$ cat src/rtl/scl_gen_pkg.sv
package scl_gen_pkg;

  typedef enum logic {
    PH_HIGH = 1'b0,
    PH_LOW  = 1'b1
  } scl_phase_e;

  typedef struct packed {
    logic low_mid;
    logic high_mid;
  } scl_evt_t;

endpackage

$ cat src/rtl/div_half_clamp.sv
module div_half_clamp #(
  parameter int W = 16
) (
  input  logic [W-1:0] raw,
  output logic [W-1:0] len
);
  // a zero half would give an empty phase; stretch it to one unit
  always_comb begin
    len = (raw == '0) ? W'(1) : raw;
  end
endmodule

$ cat src/rtl/scl_phase_ctr.sv
module scl_phase_ctr
  import scl_gen_pkg::*;
#(
  parameter int DIV_W    = 16,
  parameter int PRESCALE = 8
) (
  input  logic             clk,
  input  logic             rst,
  input  logic             en,
  input  logic             scl_in,
  input  logic [DIV_W-1:0] n_low,
  input  logic [DIV_W-1:0] n_high,
  output scl_phase_e       phase,
  output scl_evt_t         evt
);
  localparam int PRE_W = (PRESCALE > 1) ? $clog2(PRESCALE) : 1;
  localparam logic [PRE_W-1:0] PRE_MAX  = PRE_W'(PRESCALE - 1);
  localparam logic [PRE_W-1:0] PRE_HALF = PRE_W'(PRESCALE / 2);

  logic [PRE_W-1:0] pre_q;
  logic [DIV_W-1:0] unit_q;
  logic [DIV_W-1:0] n_cur;
  logic [PRE_W-1:0] mid_pre;
  logic             adv;
  logic             at_mid;
  logic             last_unit;

  always_comb begin
    n_cur     = (phase == PH_LOW) ? n_low : n_high;
    // low phase always runs; high phase freezes while the line is held low
    adv       = en && ((phase == PH_LOW) || scl_in);
    mid_pre   = n_cur[0] ? PRE_HALF : '0;
    at_mid    = (unit_q == (n_cur >> 1)) && (pre_q == mid_pre);
    last_unit = (unit_q >= (n_cur - DIV_W'(1)));
    evt.low_mid  = adv && at_mid && (phase == PH_LOW);
    evt.high_mid = adv && at_mid && (phase == PH_HIGH);
  end

  always_ff @(posedge clk) begin
    if (rst || !en) begin
      phase  <= PH_HIGH;
      pre_q  <= '0;
      unit_q <= '0;
    end else if (adv) begin
      if (pre_q == PRE_MAX) begin
        pre_q <= '0;
        if (last_unit) begin
          unit_q <= '0;
          phase  <= (phase == PH_LOW) ? PH_HIGH : PH_LOW;
        end else begin
          unit_q <= unit_q + DIV_W'(1);
        end
      end else begin
        pre_q <= pre_q + PRE_W'(1);
      end
    end
  end
endmodule

$ cat src/rtl/scl_cond_ctl.sv
module scl_cond_ctl
  import scl_gen_pkg::*;
(
  input  logic     clk,
  input  logic     rst,
  input  logic     en,
  input  logic     start_req,
  input  logic     stop_req,
  input  scl_evt_t evt,
  output logic     sda_low,
  output logic     done
);
  logic start_pend_q;
  logic stop_pend_q;
  logic stop_armed_q;
  logic serve_stop_arm;
  logic serve_stop_rel;
  logic serve_start;

  always_comb begin
    serve_stop_arm = evt.low_mid && stop_pend_q;
    serve_stop_rel = evt.high_mid && stop_armed_q;
    serve_start    = evt.high_mid && !stop_armed_q && start_pend_q;
  end

  always_ff @(posedge clk) begin
    if (rst || !en) begin
      start_pend_q <= 1'b0;
      stop_pend_q  <= 1'b0;
      stop_armed_q <= 1'b0;
      sda_low      <= 1'b0;
      done         <= 1'b0;
    end else begin
      start_pend_q <= (start_pend_q && !serve_start) || start_req;
      stop_pend_q  <= (stop_pend_q && !serve_stop_arm) || stop_req;
      stop_armed_q <= (stop_armed_q && !serve_stop_rel) || serve_stop_arm;
      done         <= serve_stop_rel || serve_start;
      if (evt.low_mid) begin
        // pull low to prepare STOP, otherwise hand SDA back after START
        sda_low <= serve_stop_arm;
      end else if (serve_stop_rel) begin
        sda_low <= 1'b0;
      end else if (serve_start) begin
        sda_low <= 1'b1;
      end
    end
  end
endmodule

$ cat src/rtl/scl_timing_gen.sv
module scl_timing_gen
  import scl_gen_pkg::*;
#(
  parameter int DIV_W    = 16,
  parameter int PRESCALE = 8
) (
  input  logic                 clk,
  input  logic                 rst,
  input  logic                 en,
  input  logic [2*DIV_W-1:0]   div_word,
  input  logic                 scl_in,
  input  logic                 start_req,
  input  logic                 stop_req,
  output logic                 scl_drive_low,
  output logic                 sda_drive_low,
  output logic                 chg_stb,
  output logic                 smp_stb,
  output logic                 cond_done
);
  localparam int HALVES = 2;

  logic [DIV_W-1:0] half_len [HALVES];
  scl_phase_e       phase;
  scl_evt_t         evt;

  for (genvar g = 0; g < HALVES; g++) begin : g_half
    div_half_clamp #(.W(DIV_W)) u_clamp (
      .raw (div_word[g*DIV_W +: DIV_W]),
      .len (half_len[g])
    );
  end

  scl_phase_ctr #(.DIV_W(DIV_W), .PRESCALE(PRESCALE)) u_ctr (
    .clk    (clk),
    .rst    (rst),
    .en     (en),
    .scl_in (scl_in),
    .n_low  (half_len[0]),
    .n_high (half_len[1]),
    .phase  (phase),
    .evt    (evt)
  );

  scl_cond_ctl u_cond (
    .clk       (clk),
    .rst       (rst),
    .en        (en),
    .start_req (start_req),
    .stop_req  (stop_req),
    .evt       (evt),
    .sda_low   (sda_drive_low),
    .done      (cond_done)
  );

  always_ff @(posedge clk) begin
    if (rst || !en) begin
      chg_stb <= 1'b0;
      smp_stb <= 1'b0;
    end else begin
      chg_stb <= evt.low_mid;
      smp_stb <= evt.high_mid;
    end
  end

  assign scl_drive_low = (phase == PH_LOW);
endmodule

$ cat config.mk
export PLATFORM = sky130hd
export DESIGN_NAME = scl_timing_gen
export DESIGN_NICKNAME = d
export VERILOG_FILES = /design/src/rtl/scl_gen_pkg.sv /design/src/rtl/div_half_clamp.sv /design/src/rtl/scl_phase_ctr.sv /design/src/rtl/scl_cond_ctl.sv /design/src/rtl/scl_timing_gen.sv
export SDC_FILE = /design/constraint.sdc
export NUM_CORES = 1
export LEC_CHECK = 0
export BUFFER_PORTS_ARGS = -buffer_cell sky130_fd_sc_hd__clkbuf_2
export CAP_MARGIN = 10
export CELL_PAD_IN_SITES_DETAIL_PLACEMENT = 0
export CELL_PAD_IN_SITES_GLOBAL_PLACEMENT = 1
export CORE_MARGIN = 3
export CORE_UTILIZATION = 38
export DETAILED_ROUTE_END_ITERATION = 10
export PLACE_DENSITY_LB_ADDON = 0.15
export SETUP_SLACK_MARGIN = 0.4
export SLEW_MARGIN = 0
export SYNTH_ARGS = -nofsm -noshare
export SYNTH_HDL_FRONTEND = slang
export SYNTH_SLANG_ARGS = --single-unit
$ cat constraint.sdc
create_clock -name clk -period 3.2 [get_ports clk]
set_clock_uncertainty 0.15 [all_clocks]
set_input_delay 0.32 -clock clk [delete_from_list [all_inputs] [get_ports clk]]
set_output_delay 0.32 -clock clk [all_outputs]
set_load 0.01 [all_outputs]
Word level (Yosys, flattened, before mapping)
Cells that the tools add are included.
- register bits after elaboration: 27
- input port bits: 38
- output and inout bits: 5
- logic and storage cells: 56
- add/subtract/negate cells: 3
- order comparisons: 1
- eq/ne operators: 3
- multiplexer cells: 10
- bitwise gates (word level): 1
- reduce and logical (&&, ||, !) cells: 28
- operators with widths (cell ; number):
    16-bit two-way mux ; 4
    16-bit logical NOT ; 2
    16-bit by 1-bit adder with 16-bit output (second input constant) ; 1
    16-bit by 15-bit equality test with 1-bit output ; 1
    16-bit >= comparator ; 1
    16-bit by 1-bit subtractor with 16-bit output (second input constant) ; 1
    1-bit logical AND ; 12
    1-bit logical OR ; 6
    3-bit two-way mux ; 2
    1-bit logical NOT ; 5
    1-bit two-way mux ; 4
    3-bit by 1-bit adder with 3-bit output (second input constant) ; 1
    3-bit equality test ; 1
    3-bit equality test (second input constant) ; 1
    3-bit AND reduction ; 1
    3-bit nonzero test ; 1
    2-bit AND reduction ; 1
    1-bit NOT ; 1

Depth between registers and ports, before layout
Gate-level depths: netlist of the first run.
- depth in word-level cells: 13
- mapped depth: 17
- gate-level depth less buffers: 15

Hierarchy
From an unflattened synthesis of the first run, not the netlist that was laid out.
- cells, all modules: 308
- area total of the unflattened synthesis: 2451.1 µm²
- modules (own cells, without submodules) (module ; times used ; cells an instance ; area an instance (µm²)):
    scl_phase_ctr ; 1 ; 244 ; 2033.2
    div_half_clamp ; 2 ; 20 ; 90.1
    scl_cond_ctl ; 1 ; 20 ; 180.2
    scl_timing_gen ; 1 ; 4 ; 57.6

Worst setup path after synthesis of the first run
OpenSTA, ideal clock, no wires.
- path type: register -> register
- start point: register u_ctr.phase
- end point: register u_ctr.unit_q[10]
- library setup time: 128 ps
- arrival time: 3218 ps
- data required time: 2922 ps
- slack: -296 ps
- cell stages (with the launch flop): 15
- buffers on the path: 3
- cells stage by stage: dfxtp_1 > buf_6 > clkbuf_1 > a22o_1 > ha_1 > nand2_1 > nor3b_1 > xor2_1 > ha_1 > a21o_1 > a21oi_1 > a21o_1 > o31ai_1 > clkbuf_1 > nor2_1
- cells in the longest elaborated chain, start to end: 4
- ends and longest elaborated chain (item ; RTL line ; source):
    start: declaration ; scl_phase_ctr.sv:13 ; output scl_phase_e phase,
    start signal: assignment ; scl_phase_ctr.sv:49 ; phase <= (phase == PH_LOW) ? PH_HIGH : PH_LOW;
    16-bit two-way mux ; scl_phase_ctr.sv:29 ; n_cur = (phase == PH_LOW) ? n_low : n_high;
    16-bit by 1-bit subtractor with 16-bit output ; scl_phase_ctr.sv:34 ; last_unit = (unit_q >= (n_cur - DIV_W'(1)));
    16-bit >= comparator ; scl_phase_ctr.sv:34 ;
    16-bit two-way mux ; scl_phase_ctr.sv:47 ; if (last_unit) begin
    end signal: assignment ; scl_phase_ctr.sv:51 ; unit_q <= unit_q + DIV_W'(1);
    end: declaration ; scl_phase_ctr.sv:21 ; logic [DIV_W-1:0] unit_q;
Several ways; a longest one is shown, not always the timed one.
A chain may end at the register's enable or synchronous reset.

Worst setup path in the final report of the first run
Ends and elaborated chain as after synthesis.

==> results.json, run 1 <==
{
  "status": "completed",
  "crit_path_max_incr_delay_ns": 0.39,
  "multiInputGateArea_sq_mm": 0.00190,
  "setup_ws_ns": 0.181,
  "syn_area_sq_mm": 0.00231,
  "row_count": 27,
  "finalCritPeriodShare_pct": 94.3,
  "grt_pass1_wl_microns": 10900,
  "cts_tree": "done",
  "hold_viol": 0,
  "place_congestion": 0.839,
  "syn_inst": 270,
  "yosys.area.top_type_share_pct": 23.4,
  "total_power_uw": 693,
  "die_w_microns": 84.0,
  "routedWlPerCell_microns": 15.5,
  "clk_latency_ns": 0.27,
  "rsz0062_at_grt": "true",
  "p_leak_uw": 0.00127,
  "crit_type": "flip-flop to flip-flop",
  "nets": 403,
  "via_count": 2208,
  "wl_microns": 6420,
  "grtUsageTotal_pct": 18.9,
  "grt_pass1_vias": 2149,
  "clock-sinks": 27,
  "cpLargestDelayFamily": "compound AO/OA/AOI/OAI gates",
  "seq_area_frac_synth_pct": 23.4,
  "diodes": 0,
  "worst_ep_required_time_ns": 3.26,
  "start_util_pct": 40.5,
  "worstPathCellList": "buf_12, mux2i_4, o2111a_2, nand3_2, nor2_2, xor2_1, ha_1, a21o_1, a21o_1, a21oi_2, o211a_1, o31ai_4, buf_12, nor2_1",
  "setup_violations": 0,
  "place_hpwl_microns": 5140,
  "max_cap_violations": 0,
  "final_layout_size_suffix_gt1_share_pct": 35.0,
  "htree_levels": 1,
  "synthArstFlopShare_pct": 0,
  "maxSlewHeadroom_pct": 69.4,
  "hold_ws_ns": 0.0991,
  "boundaryPins": 43,
  "cp-end-kind": "flip-flop",
  "synth_seq_cells": 27,
  "gr-total-overflow": 0,
  "p_per_area_mw_per_mm2": 221,
  "grt_max_degree": 15,
  "hold_buffers": 0,
  "cts-root-buf": "clkbuf_8",
  "core_sq_mm": 0.00571,
  "drt_pass1_iterations": 4,
  "crit_arrival_ns": 3.08,
  "vias_per_cell": 5.32,
  "crit_fanout": 14,
  "final_antenna_net_count": 0,
  "avgSynthCellArea_sq_um": 8.56,
  "yosys.area.top_type": "dfxtp_1",
  "clockBufferDepth": 2,
  "synth_flop_cell": "dfxtp_1",
  "dp_slack_ns": -0.0618,
  "cts_buffers": 3,
  "dr.first_iter.drc_count": 87,
  "setup_tns_ns": 0,
  "startpoint_type": "flip-flop",
  "synth-edff-count": 0,
  "syn_nets": 329,
  "syn_to_final_growth_pct": 35.8,
  "period_minus_slack_ns": 3.02,
  "post-route-drc-count": 0,
  "io_buffers": 42,
  "synth.area.top_cells": "dfxtp_1 (23%), ha_1 (11%), xnor2_1 (11%)",
  "slew_violations": 0,
  "hold_class": "primary input to flip-flop",
  "ff_latch_area_sq_um": 544,
  "yosys_warnings": 0,
  "clkTransAtPathRegs_ns": 0.09,
  "ys_types": 46,
  "slowest_stage": "dfxtp_4",
  "die_h_microns": 84.0,
  "max_freq_mhz": 331,
  "dieArea_sq_mm": 0.00705,
  "n_fill_cell": 551,
  "worst_pin_slew_ns": 0.456,
  "vdd_ir_drop_max_mv": 0.196,
  "antenna_found_initial": 0,
  "cp.buffers_inverters": 2
}
[final timing paths]
kind / from / end / slack [ns] / cells after the start
setup reg to reg: u_ctr.phase / u_ctr.unit_q[10] / 0.18 / 14
hold reg to reg: u_ctr.pre_q[1] / u_ctr.pre_q[1] / 0.32 / 2
setup / recovery: u_ctr.phase / u_ctr.unit_q[10] / 0.18 / 14
hold / removal: stop_req / u_cond.stop_pend_q / 0.1 / 3
[power breakdown]
group	internal (uW)	switching (uW)
registers	337	1.48
clock network	89.3	105
logic	78.4	82.3
[what timing repair did]
item,4_1_cts,5_1_grt
gates resized for setup,7,12
gates cloned,1,0
setup buffers,5,3
pin swaps,3,2
endpoints found under the setup margin,17,20
[layout by cell type, fill, tap and decap left out, drive strengths merged, types with 10 or more instances in the layout]
cell type	n
clkbuf	46
buf	33
nor2	30
xnor2	29
dfxtp	27
ha	21
xor2	16
mux2i	16
nor4	12
nand3	11
a21oi	11
a21o	10
nand4	10
nand2	10
[worst reg2reg max path, stage by stage (launching register included)]
cell and delay, ns:
dfxtp_4 0.39, buf_12 0.15, mux2i_4 0.25, o2111a_2 0.26
nand3_2 0.14, nor2_2 0.14, xor2_1 0.16, ha_1 0.26
a21o_1 0.16, a21o_1 0.18, a21oi_2 0.15, o211a_1 0.22
o31ai_4 0.08, buf_12 0.17, nor2_1 0.10
[sequential cells by signal, indices dropped and copies added, names as in the netlist]
name / flops
u_ctr.unit_q: 16
u_cond.done: 1
u_ctr.phase: 1
u_cond.sda_low: 1
smp_stb: 1
u_ctr.pre_q: 3
u_cond.stop_armed_q: 1
u_cond.stop_pend_q: 1
u_cond.start_pend_q: 1
chg_stb: 1
[routing by layer]
metal  track usage, %  wire (microns)  vias up
met3             3.26             357        9
met2             27.7            2740       53
met4             4.53             104        0
li1                 -               -     1139
met1             28.6            3220     1007
met5                0               0        -
[layout make-up]
cell class              instances  area share (%)
clock buffers                   4            1.43
repair buffers                 76            16.8
well taps                      72            2.87
multi-input cells             227            60.5
inverters                       9            1.08
flip-flops and latches         27            17.3
[kinds of logic after synthesis]
family	Yosys count	share of synthesized area, %
compound gates	42	12.6
xor+xnor	45	17.1
buf+inv	16	3.41
simple gates	102	24.3
fa+ha+maj	21	11.4
mux	17	7.90
flops	27	23.4
[cell usage after synthesis (4+ instances only)]
cell,instances
nor4_1,9
nand3_1,11
nand4_1,9
ha_1,21
a21o_1,10
nand2_1,10
o21ai_0,5
xor2_1,16
and4_1,4
inv_1,9
nor2_1,30
a21oi_1,11
nor3_1,9
dfxtp_1,27
xnor2_1,29
mux2i_1,13
[through the flow]
stage | instance area, sq um | utilization, % | std cells
after floorplan | 2470 | - | 270
after global placement | 2930 | 51.3 | 402
after detailed placement | 2930 | 51.3 | 402
after CTS | 3070 | 53.8 | 412
after global routing | 3140 | 55.0 | 415
final | 3140 | 55.0 | 415
Power figures use the tool's default switching activity.
==> inputs of run 2 (changes only) <==
- CELL_PAD_IN_SITES_DETAIL_PLACEMENT: 0 -> unset
- CELL_PAD_IN_SITES_GLOBAL_PLACEMENT: 1 -> unset
- CORE_UTILIZATION: 38 -> 51
- SYNTH_HIERARCHICAL: unset -> 1
==> results.json, run 2 <==
{
  "r2r_cells": 13,
  "ys_types": 42,
  "finalInstanceArea_sq_mm": 0.00348,
  "dp_slack_ns": -0.375,
  "slew_violations": 0,
  "place_congestion": 0.873,
  "n_fill_cell": 316,
  "dpl_cell_area_sq_mm": 0.00302,
  "hold_ws_ns": 0.120,
  "clock-sinks": 27,
  "crit_type": "flip-flop to flip-flop",
  "htree_levels": 1,
  "synth_most_common_cell": "nor3_1",
  "hold_class": "primary input to flip-flop",
  "row_count": 24,
  "synth-edff-count": 0,
  "crit_arrival_ns": 3.30,
  "setup_tns_ns": -1.23,
  "synth_flop_cell": "dfxtp_1",
  "maxSlewHeadroom_pct": 56.7,
  "die_h_microns": 75.3,
  "final_layout_size_suffix_gt1_share_pct": 42.7,
  "hold_start": "stop_req",
  "regMostFlops": "u_ctr/unit_q",
  "hold_buffers": 0,
  "finalCritPeriodShare_pct": 103,
  "synth.area.top_cells": "dfxtp_1 (22%), ha_1 (11%), xnor2_1 (8.6%)",
  "post-route-drc-count": 0,
  "startpoint_type": "flip-flop",
  "avgSynthCellArea_sq_um": 7.96,
  "grt_pass1_vias": 2253,
  "final_antenna_net_count": 0,
  "clkTransAtPathRegs_ns": 0.09,
  "io_buffers": 42,
  "p_leak_uw": 0.00137,
  "syn_nets": 367,
  "dr.first_iter.drc_count": 157,
  "vdd_ir_drop_max_mv": 0.208,
  "status": "complete, but fails checks",
  "syn_inst": 308,
  "setup_violations": 16,
  "min_to": "u_cond/stop_pend_q",
  "yosys_warnings": 6,
  "max_cap_violations": 0,
  "violations": "setup timing",
  "cts_buffers": 3,
  "via_count": 2433,
  "cp-end-kind": "flip-flop",
  "p_per_area_mw_per_mm2": 207,
  "hold_viol": 0,
  "synth_seq_cells": 27,
  "die_w_microns": 75.3,
  "gr-total-overflow": 0,
  "core_sq_mm": 0.00450,
  "drt_pass1_iterations": 4,
  "yosys.area.top_type_share_pct": 22.1,
  "synth_commonest_cells": "nor3_1 (33), clkbuf_1 (32), dfxtp_1 (27)",
  "worst_pin_slew_ns": 0.647,
  "grt_pass1_wl_microns": 10800,
  "final_common_cell": "buf_4",
  "nets": 437,
  "hold_depth": 3,
  "reg2reg_to": "u_ctr/unit_q[13]",
  "setup_ws_ns": -0.0962,
  "cts_tree": "done",
  "syn_to_final_growth_pct": 41.8,
  "clockBufferDepth": 2,
  "total_power_uw": 720,
  "grt_max_degree": 22,
  "timing.rr.start": "u_ctr/phase",
  "period_minus_slack_ns": 3.30,
  "final_cell_mix": "buf_4 (56), clkbuf_2 (42), dfxtp_1 (26)",
  "rsz0062_at_grt": "true",
  "routedWlPerCell_microns": 15.8,
  "seq_area_frac_synth_pct": 22.1,
  "synthArstFlopShare_pct": 0,
  "max_freq_mhz": 303,
  "dieArea_sq_mm": 0.00567,
  "crit_fanout": 7,
  "vias_per_cell": 5.67,
  "top_regs": "u_ctr/unit_q x16, u_ctr/pre_q x3",
  "wl_microns": 6760,
  "start_util_pct": 54.4,
  "boundaryPins": 43,
  "worst_ep_required_time_ns": 3.21,
  "cts-root-buf": "clkbuf_8",
  "grtUsageTotal_pct": 24.5,
  "antenna_found_initial": 0,
  "place_hpwl_microns": 4980,
  "syn_area_sq_mm": 0.00245,
  "r2r_slack_ns": -0.1,
  "diodes": 0,
  "yosys.area.top_type": "dfxtp_1",
  "clk_latency_ns": 0.27,
  "largest_reg_flops": 16
}
## run 2: cells by family (layout without fill, tap and decap cells)
family	count (synthesis)	in the layout	share of synthesized area, %
adder cells (fa/ha/maj)	21	21	10.7
XOR/XNOR	46	46	16.4
buffers and inverters	43	112	7.45
AND/OR/NAND/NOR	117	117	25.6
multiplexers	19	19	8.37
AO/OA/AOI/OAI	35	35	9.34
flip-flops	27	27	22.1
## run 2: what timing repair did
action / CTS / global route
hold endpoints to repair: 0 / 0
setup endpoints to repair: 17 / 22
cloned: 1 / 0
setup buffers: 8 / 1
pin swaps: 7 / 7
resized for setup: 38 / 22
## run 2: worst max path at each step
stage                      start                to  slack [ns]  depth (start not counted)
floorplan            u_ctr/phase       u_ctr/phase      -0.008                         14
global placement    div_word[10]       u_ctr/phase       -0.27                         14
detailed placement  div_word[10]   u_ctr/unit_q[1]       -0.38                         14
CTS                  u_ctr/phase       u_ctr/phase        0.04                         12
global route         u_ctr/phase  u_ctr/unit_q[11]       -0.24                         13
finish               u_ctr/phase  u_ctr/unit_q[13]        -0.1                         13
## run 2: critical path: stages, from the launching register on
cell	delay (ns)
dfxtp_4	0.47
buf_6	0.17
mux2i_4	0.26
o2111ai_4	0.23
nor2_2	0.20
nand4_1	0.14
xnor2_1	0.16
ha_1	0.31
nand4_1	0.20
nor2_2	0.24
nand3_2	0.11
a31oi_4	0.27
clkbuf_16	0.22
nor3_2	0.04
## run 2: area by class of cell
cell class / instances / area, sq um / area share, %
Tap cell: 52 / 65.1 / 1.87
Inverter: 6 / 22.5 / 0.648
Sequential cell: 27 / 544 / 15.7
Multi-Input combinational cell: 238 / 2090 / 60.2
Clock buffer: 4 / 45.0 / 1.30
Timing Repair Buffer: 102 / 707 / 20.3
## run 2: where the power goes
| part | switching, uW | total [uW] | leakage (uW) | internal (uW) |
|---|---|---|---|---|
| Sequential | 1.45 | 338 | 0.000219 | 337 |
| Clock | 105 | 194 | 0.0000228 | 89.3 |
| Combinational | 93.9 | 187 | 0.00113 | 93.1 |
## run 2: metrics by stage
step	utilization [%]	std cells
floorplan	-	308
global placement	67.1	415
detailed placement	67.1	415
CTS	74.7	428
global route	77.2	429
finish	77.2	429
## run 2: routing by layer
metal  wire length [microns]  track usage [%]  vias up
met4                      59             4.47        0
met5                       0                0        -
met3                     314             3.30        8
met2                    3300             39.4       49
li1                        -                -     1234
met1                    3090             35.5     1142
